[config.mk]
export PLATFORM = sky130hd
export DESIGN_NAME = icp_capture_unit
export DESIGN_NICKNAME = d
export VERILOG_FILES = /design/src/rtl/icp_pkg.sv /design/src/rtl/icp_edge_detect.sv /design/src/rtl/icp_channel.sv /design/src/rtl/icp_capture_unit.sv
export SDC_FILE = /design/constraint.sdc
export NUM_CORES = 1
export LEC_CHECK = 0
export ABC_AREA = 1
export ABC_CLOCK_PERIOD_IN_PS = 1600
export BUFFER_PORTS_ARGS = -buffer_cell sky130_fd_sc_hd__buf_2
export CAP_MARGIN = 30
export CORE_ASPECT_RATIO = 1.2
export CORE_MARGIN = 3
export CORE_UTILIZATION = 36
export DETAILED_ROUTE_END_ITERATION = 12
export PLACE_DENSITY = 0.64
export SLEW_MARGIN = 20
export SYNTH_ARGS = -nofsm -noshare
export SYNTH_HDL_FRONTEND = slang
export SYNTH_SLANG_ARGS = --single-unit
[constraint.sdc]
create_clock -name clk -period 1.6 [get_ports clk]
set_input_delay 0.48 -clock clk [delete_from_list [all_inputs] [get_ports clk]]
set_output_delay 0.48 -clock clk [all_outputs]
set_load 0.02 [all_outputs]
[src/rtl/icp_pkg.sv]
package icp_pkg;
   typedef enum logic [1:0] {
      EDGE_OFF  = 2'b00,
      EDGE_RISE = 2'b01,
      EDGE_FALL = 2'b10,
      EDGE_ANY  = 2'b11
   } edge_mode_e;
endpackage

[src/rtl/icp_edge_detect.sv]
module icp_edge_detect #(
   parameter int NUM_CH      = 4,
   parameter int SYNC_STAGES = 2
) (
   input  logic              clk,
   input  logic              rst_n,
   input  logic [NUM_CH-1:0] pin_i,
   output logic [NUM_CH-1:0] rise_o,
   output logic [NUM_CH-1:0] fall_o
);
   localparam int LAST = SYNC_STAGES - 1;

   if (SYNC_STAGES < 2) begin : g_bad_sync
      $error("icp_edge_detect: SYNC_STAGES must be at least 2");
   end

   logic [NUM_CH-1:0] stage_q [SYNC_STAGES];
   logic [NUM_CH-1:0] prev_q;

   for (genvar s = 0; s < SYNC_STAGES; s++) begin : g_stage
      always_ff @(posedge clk or negedge rst_n) begin
         if (!rst_n)      stage_q[s] <= '0;
         else if (s == 0) stage_q[s] <= pin_i;
         else             stage_q[s] <= stage_q[(s == 0) ? 0 : s-1];
      end
   end

   always_ff @(posedge clk or negedge rst_n) begin
      if (!rst_n) prev_q <= '0;
      else        prev_q <= stage_q[LAST];
   end

   assign rise_o = stage_q[LAST] & ~prev_q;
   assign fall_o = ~stage_q[LAST] & prev_q;

   // a detected edge must match the pin level seen SYNC_STAGES cycles earlier
   a_r1_rise_from_pin: assert property (@(posedge clk) disable iff (!rst_n)
      (rise_o & ~$past(pin_i, SYNC_STAGES)) == '0);
   a_r1_fall_from_pin: assert property (@(posedge clk) disable iff (!rst_n)
      (fall_o & $past(pin_i, SYNC_STAGES)) == '0);
endmodule

[src/rtl/icp_channel.sv]
module icp_channel
   import icp_pkg::*;
#(
   parameter int CNT_W = 16
) (
   input  logic             clk,
   input  logic             rst_n,
   input  edge_mode_e       mode_i,
   input  logic             rise_i,
   input  logic             fall_i,
   input  logic [CNT_W-1:0] count_i,
   input  logic             latch_rd_i,
   input  logic             flag_clr_i,
   output logic [CNT_W-1:0] latch_o,
   output logic             flag_o,
   output logic             pol_o
);
   logic             cap;
   logic             armed_q;
   logic             rearm_q;
   logic [CNT_W-1:0] latch_q;
   logic             flag_q;
   logic             pol_q;

   assign cap = (rise_i && (mode_i == EDGE_RISE || mode_i == EDGE_ANY)) ||
                (fall_i && (mode_i == EDGE_FALL || mode_i == EDGE_ANY));

   always_ff @(posedge clk or negedge rst_n) begin
      if (!rst_n) begin
         latch_q <= '0;
         flag_q  <= 1'b0;
         pol_q   <= 1'b0;
         armed_q <= 1'b1;
         rearm_q <= 1'b0;
      end else begin
         rearm_q <= latch_rd_i;
         if (cap)             latch_q <= count_i;
         if (cap)             flag_q  <= 1'b1;
         else if (flag_clr_i) flag_q  <= 1'b0;
         if (cap && armed_q)  pol_q   <= rise_i;
         if (rearm_q)         armed_q <= 1'b1;
         else if (cap)        armed_q <= 1'b0;
      end
   end

   assign latch_o = latch_q;
   assign flag_o  = flag_q;
   assign pol_o   = pol_q;

   a_r3_latch_count: assert property (@(posedge clk) disable iff (!rst_n)
      cap |=> latch_o == $past(count_i));
   a_r3_latch_hold: assert property (@(posedge clk) disable iff (!rst_n)
      !cap |=> $stable(latch_o));
   a_r4_set_wins: assert property (@(posedge clk) disable iff (!rst_n)
      cap |=> flag_o);
   a_r4_clear: assert property (@(posedge clk) disable iff (!rst_n)
      (flag_clr_i && !cap) |=> !flag_o);
   a_r5_first_polarity: assert property (@(posedge clk) disable iff (!rst_n)
      (cap && armed_q) |=> pol_o == $past(rise_i));
   a_r6_polarity_hold: assert property (@(posedge clk) disable iff (!rst_n)
      !(cap && armed_q) |=> $stable(pol_o));
endmodule

[src/rtl/icp_capture_unit.sv]
module icp_capture_unit
   import icp_pkg::*;
#(
   parameter int NUM_CH      = 4,
   parameter int CNT_W       = 16,
   parameter int SYNC_STAGES = 2,
   localparam int ADDR_W     = $clog2(NUM_CH + 2)
) (
   input  logic                    clk,
   input  logic                    rst_n,
   input  logic [NUM_CH-1:0]       pin_i,
   input  logic [2*NUM_CH-1:0]     edge_sel_i,
   input  logic [CNT_W-1:0]        count_i,
   input  logic                    rd_en_i,
   input  logic [ADDR_W-1:0]       rd_addr_i,
   output logic [CNT_W-1:0]        rd_data_o,
   input  logic                    wr_en_i,
   input  logic [ADDR_W-1:0]       wr_addr_i,
   input  logic [CNT_W-1:0]        wr_data_i,
   output logic [NUM_CH*CNT_W-1:0] cap_latch_o,
   output logic [NUM_CH-1:0]       cap_flag_o,
   output logic [NUM_CH-1:0]       polarity_o
);
   localparam logic [ADDR_W-1:0] FLAG_ADDR = ADDR_W'(NUM_CH);
   localparam logic [ADDR_W-1:0] POL_ADDR  = ADDR_W'(NUM_CH + 1);

   if (NUM_CH < 1 || CNT_W < NUM_CH) begin : g_bad_cfg
      $error("icp_capture_unit: need NUM_CH >= 1 and CNT_W >= NUM_CH");
   end

   logic [NUM_CH-1:0] rise, fall;
   logic [CNT_W-1:0]  latch [NUM_CH];

   icp_edge_detect #(.NUM_CH(NUM_CH), .SYNC_STAGES(SYNC_STAGES)) u_edges (
      .clk    (clk),
      .rst_n  (rst_n),
      .pin_i  (pin_i),
      .rise_o (rise),
      .fall_o (fall)
   );

   for (genvar c = 0; c < NUM_CH; c++) begin : g_ch
      logic rd_hit, clr_hit;
      assign rd_hit  = rd_en_i && (rd_addr_i == ADDR_W'(c));
      assign clr_hit = wr_en_i && (wr_addr_i == FLAG_ADDR) && wr_data_i[c];

      icp_channel #(.CNT_W(CNT_W)) u_ch (
         .clk        (clk),
         .rst_n      (rst_n),
         .mode_i     (edge_mode_e'(edge_sel_i[2*c +: 2])),
         .rise_i     (rise[c]),
         .fall_i     (fall[c]),
         .count_i    (count_i),
         .latch_rd_i (rd_hit),
         .flag_clr_i (clr_hit),
         .latch_o    (latch[c]),
         .flag_o     (cap_flag_o[c]),
         .pol_o      (polarity_o[c])
      );
      assign cap_latch_o[c*CNT_W +: CNT_W] = latch[c];
   end

   always_comb begin
      rd_data_o = '0;
      if (rd_addr_i == FLAG_ADDR)     rd_data_o[NUM_CH-1:0] = cap_flag_o;
      else if (rd_addr_i == POL_ADDR) rd_data_o[NUM_CH-1:0] = polarity_o;
      else begin
         for (int c = 0; c < NUM_CH; c++)
            if (rd_addr_i == ADDR_W'(c)) rd_data_o = latch[c];
      end
   end

   // a write to the polarity address alone never moves the polarity bits
   a_r7_pol_write_ignored: assert property (@(posedge clk) disable iff (!rst_n)
      (wr_en_i && wr_addr_i == POL_ADDR && rise == '0 && fall == '0) |=> $stable(polarity_o));
endmodule

==> impl_metrics.tcl <==
set metrics [dict create \
    violations "negative setup slack" \
    worstSetupEndpointType "primary output" \
    cts_buffer_depth 2 \
    syn-cell-area_um2 4180 \
    final_hold_viol_count 0 \
    post-route-min-period_ns 1.94 \
    rsz0062_at_grt "yes" \
    final_cell_count_no_fill 809 \
    gp_congestion 0.954 \
    drv_cap 0 \
    die_w_um 104 \
    cts_sinks 92 \
    clk_latency_ns 0.34 \
    power_w 0.00685 \
    io_buffers 129 \
    holdBufCountCts 0 \
    pwr-share-comb 0.263 \
    crit_fanout 7 \
    htreeDepth 3 \
    ys.flop_type "dfrtp_1" \
    ant_nets 0 \
    rr_startpoint "u_edges.stage_q[2]" \
    grt_max_degree 93 \
    start_util 0.373 \
    routedWlPerCell_um 16.5 \
    grt_usage 0.210 \
    yosysSeqAreaShare 0.552 \
    yosys_warnings 0 \
    drc 0 \
    crit_cells 8 \
    min_path_type "in -> async" \
    ir_drop_v 0.000709 \
    power.density_nw_per_um2 1170 \
    worstPathCellList "buf_12, nor2_4, buf_12, nand2_8, o21ai_2, nor2_2, nor2_2, buf_6" \
    nets 704 \
    viasPerCell 4.89 \
    row_count 42 \
    power.internal_w 0.00457 \
    async_flop_share 1.00 \
    hpwl_um 9130 \
    worst_slack_ns -0.341 \
    antenna_found_initial 1 \
    synth_cells 504 \
    num_antenna_cells 0 \
    drt-total-wl_um 13300 \
    slew_headroom 0.663 \
    drtPass1Iterations 5 \
    worst-path-buf-inv 3 \
    tightestPinTransition_ns 0.505 \
    grt_pass1_wl_um 21000 \
    synth_edf_count 0 \
    finalSetupTns_ns -4.92 \
    netlist.area_leader.share 0.527 \
    netlist_top_cells_count "nand2_1 (195), dfrtp_1 (88), nor2_1 (45), nand3_1 (38), o21ai_0 (31)" \
    setup-violations-final 16 \
    crit_family "simple AND/OR/NAND/NOR gates" \
    period_share 1.21 \
    first_global_vias 3979 \
    drive_gt1_frac 0.394 \
    dp.cells 785 \
    syn_to_final_growth_pct 39.5 \
    leakage_nw 3.08 \
    cp-start-kind "input pin" \
    p_sw_w 0.00228 \
    fmax_mhz 515 \
    cp.arrival_ns 1.46 \
    drv_slew 0 \
    synth_nets 558 \
    avgSynthCellArea_um2 8.29 \
    worst_path_max_delay_cell "nor2_4" \
    pwr-share-clk 0.306 \
    yosys_register_bits 92 \
    yosysTopAreaCell "dfrtp_1" \
    vias 3952 \
    p_sw_frac 0.333 \
    die-area_um2 12900 \
    p_seq_frac 0.432 \
    path_clk_slew_ns 0.06 \
    die_h_um 124 \
    synth.most_common_cell "nand2_1" \
    synth_cell_types 27 \
    grt-ovfl-total 0 \
    status "finished, violations left" \
    critPathMaxStageDelay_ns 0.18 \
    ctsRootBufferMaster "clkbuf_16" \
    rrSetupSlack_ns 0.41 \
    core_um2 11200 \
    regToRegEndpoint "g_ch[2].u_ch.latch_o[11]" \
    drtIter0Drc 212 \
    skew_ns 0.00634 \
    synth_area_leaders "dfrtp_1 (53%), nand2_1 (18%), nand3_1 (4.6%)" \
    io_pins 142 \
    cts_buffers 9 \
    cp.required_ns 1.12 \
    cts_tree "built" \
    hold_slack_ns 0.168 \
    r2r_cells 5 \
    path_class "in -> out" \
]
[area by class of cell]
cell class                      count  area [um2]
Multi-Input combinational cell    356        1780
Clock inverter                      2        35.0
Timing Repair Buffer              160        1110
Fill cell                        1070        5360
Tap cell                          154         193
Clock buffer                       14         254
Inverter                           31         146
Sequential cell                    92        2310
[power by group through the flow]
stage | Sequential (W) | Clock [W] | Combinational, W
2_1_floorplan | 0.00325 | 0 | 0.000681
3_3_place_gp | 0.00297 | 0 | 0.00162
3_5_place_dp | 0.00297 | 0 | 0.00165
4_1_cts | 0.00294 | 0.00214 | 0.00176
5_1_grt | 0.00300 | 0.00224 | 0.00197
6_report | 0.00296 | 0.00209 | 0.00180
[per-stage QoR]
step / cell area, um2 / util / worst slack (ns)
6_report: 5830 / 0.521 / -0.341
5_1_grt: 5830 / 0.521 / -0.413
4_1_cts: 5680 / 0.507 / -0.386
3_5_place_dp: 5110 / 0.456 / -0.463
3_3_place_gp: 5110 / 0.456 / -0.443
2_1_floorplan: 4240 / - / -0.204
[state kept, by name, indices dropped and copies added, names as in the netlist]
| register | count |
|---|---|
| g_ch.u_ch.pol_o | 4 |
| g_ch.u_ch.latch_o | 64 |
| g_ch.u_ch.armed_q | 4 |
| g_ch.u_ch.flag_o | 4 |
| g_ch.u_ch.rearm_q | 4 |
| u_edges.stage_q | 8 |
| u_edges.prev_q | 4 |
[cells in the final DEF, fill, tap and decap left out, types with 2 or more instances in the layout]
cell type,instances
a31o_2,4
buf_12,6
buf_2,109
buf_4,24
buf_6,18
clkbuf_1,4
clkbuf_16,11
dfrtp_1,88
dfstp_2,4
inv_1,26
inv_8,2
nand2_1,181
nand2_2,23
nand2_4,8
nand3_1,38
nand3_2,2
nand4_1,8
nor2_1,20
nor2_2,22
nor2_4,5
o21ai_0,27
o21ai_1,3
o21ai_2,10
[worst register-to-register path, cell delays in order, from the launching register on]
cell,delay [ns]
dfrtp_1,0.41
nor2_1,0.11
nand2_1,0.10
nand2_1,0.09
buf_4,0.23
o21ai_0,0.13
[layer usage]
layer  track usage  part of all wire  wire (um)  vias up
met3        0.0674             0.092       1220       18
met5             0           0.00052          7        -
met1         0.261              0.40       5360     1883
met4        0.0682             0.019        259        2
li1              -                 -          -     1874
met2         0.350              0.49       6500      175
[worst max path at each step]
stage / startpoint / to / slack (ns)
finish: rd_addr_i[0] / rd_data_o[13] / -0.34
global route: rd_addr_i[0] / rd_data_o[13] / -0.41
CTS: rd_addr_i[0] / rd_data_o[14] / -0.39
detailed placement: rd_addr_i[1] / rd_data_o[4] / -0.46
global placement: rd_addr_i[1] / rd_data_o[5] / -0.44
floorplan: rd_addr_i[0] / rd_data_o[10] / -0.20
[what timing repair did]
| item | in CTS | in global routing |
|---|---|---|
| setup endpoints to repair | 16 | 16 |
| pin swaps | 20 | 18 |
| gates cloned | 2 | 2 |
| resized for setup | 70 | 39 |
| setup buffers | 4 | 3 |
[cell families after synthesis]
kind of cell,Yosys count,synth area share
AO/OA/AOI/OAI,44,0.0563
buffers and inverters,57,0.0722
flip-flops,92,0.552
AND/OR/NAND/NOR,311,0.319
(Power assumes the default switching activity.)
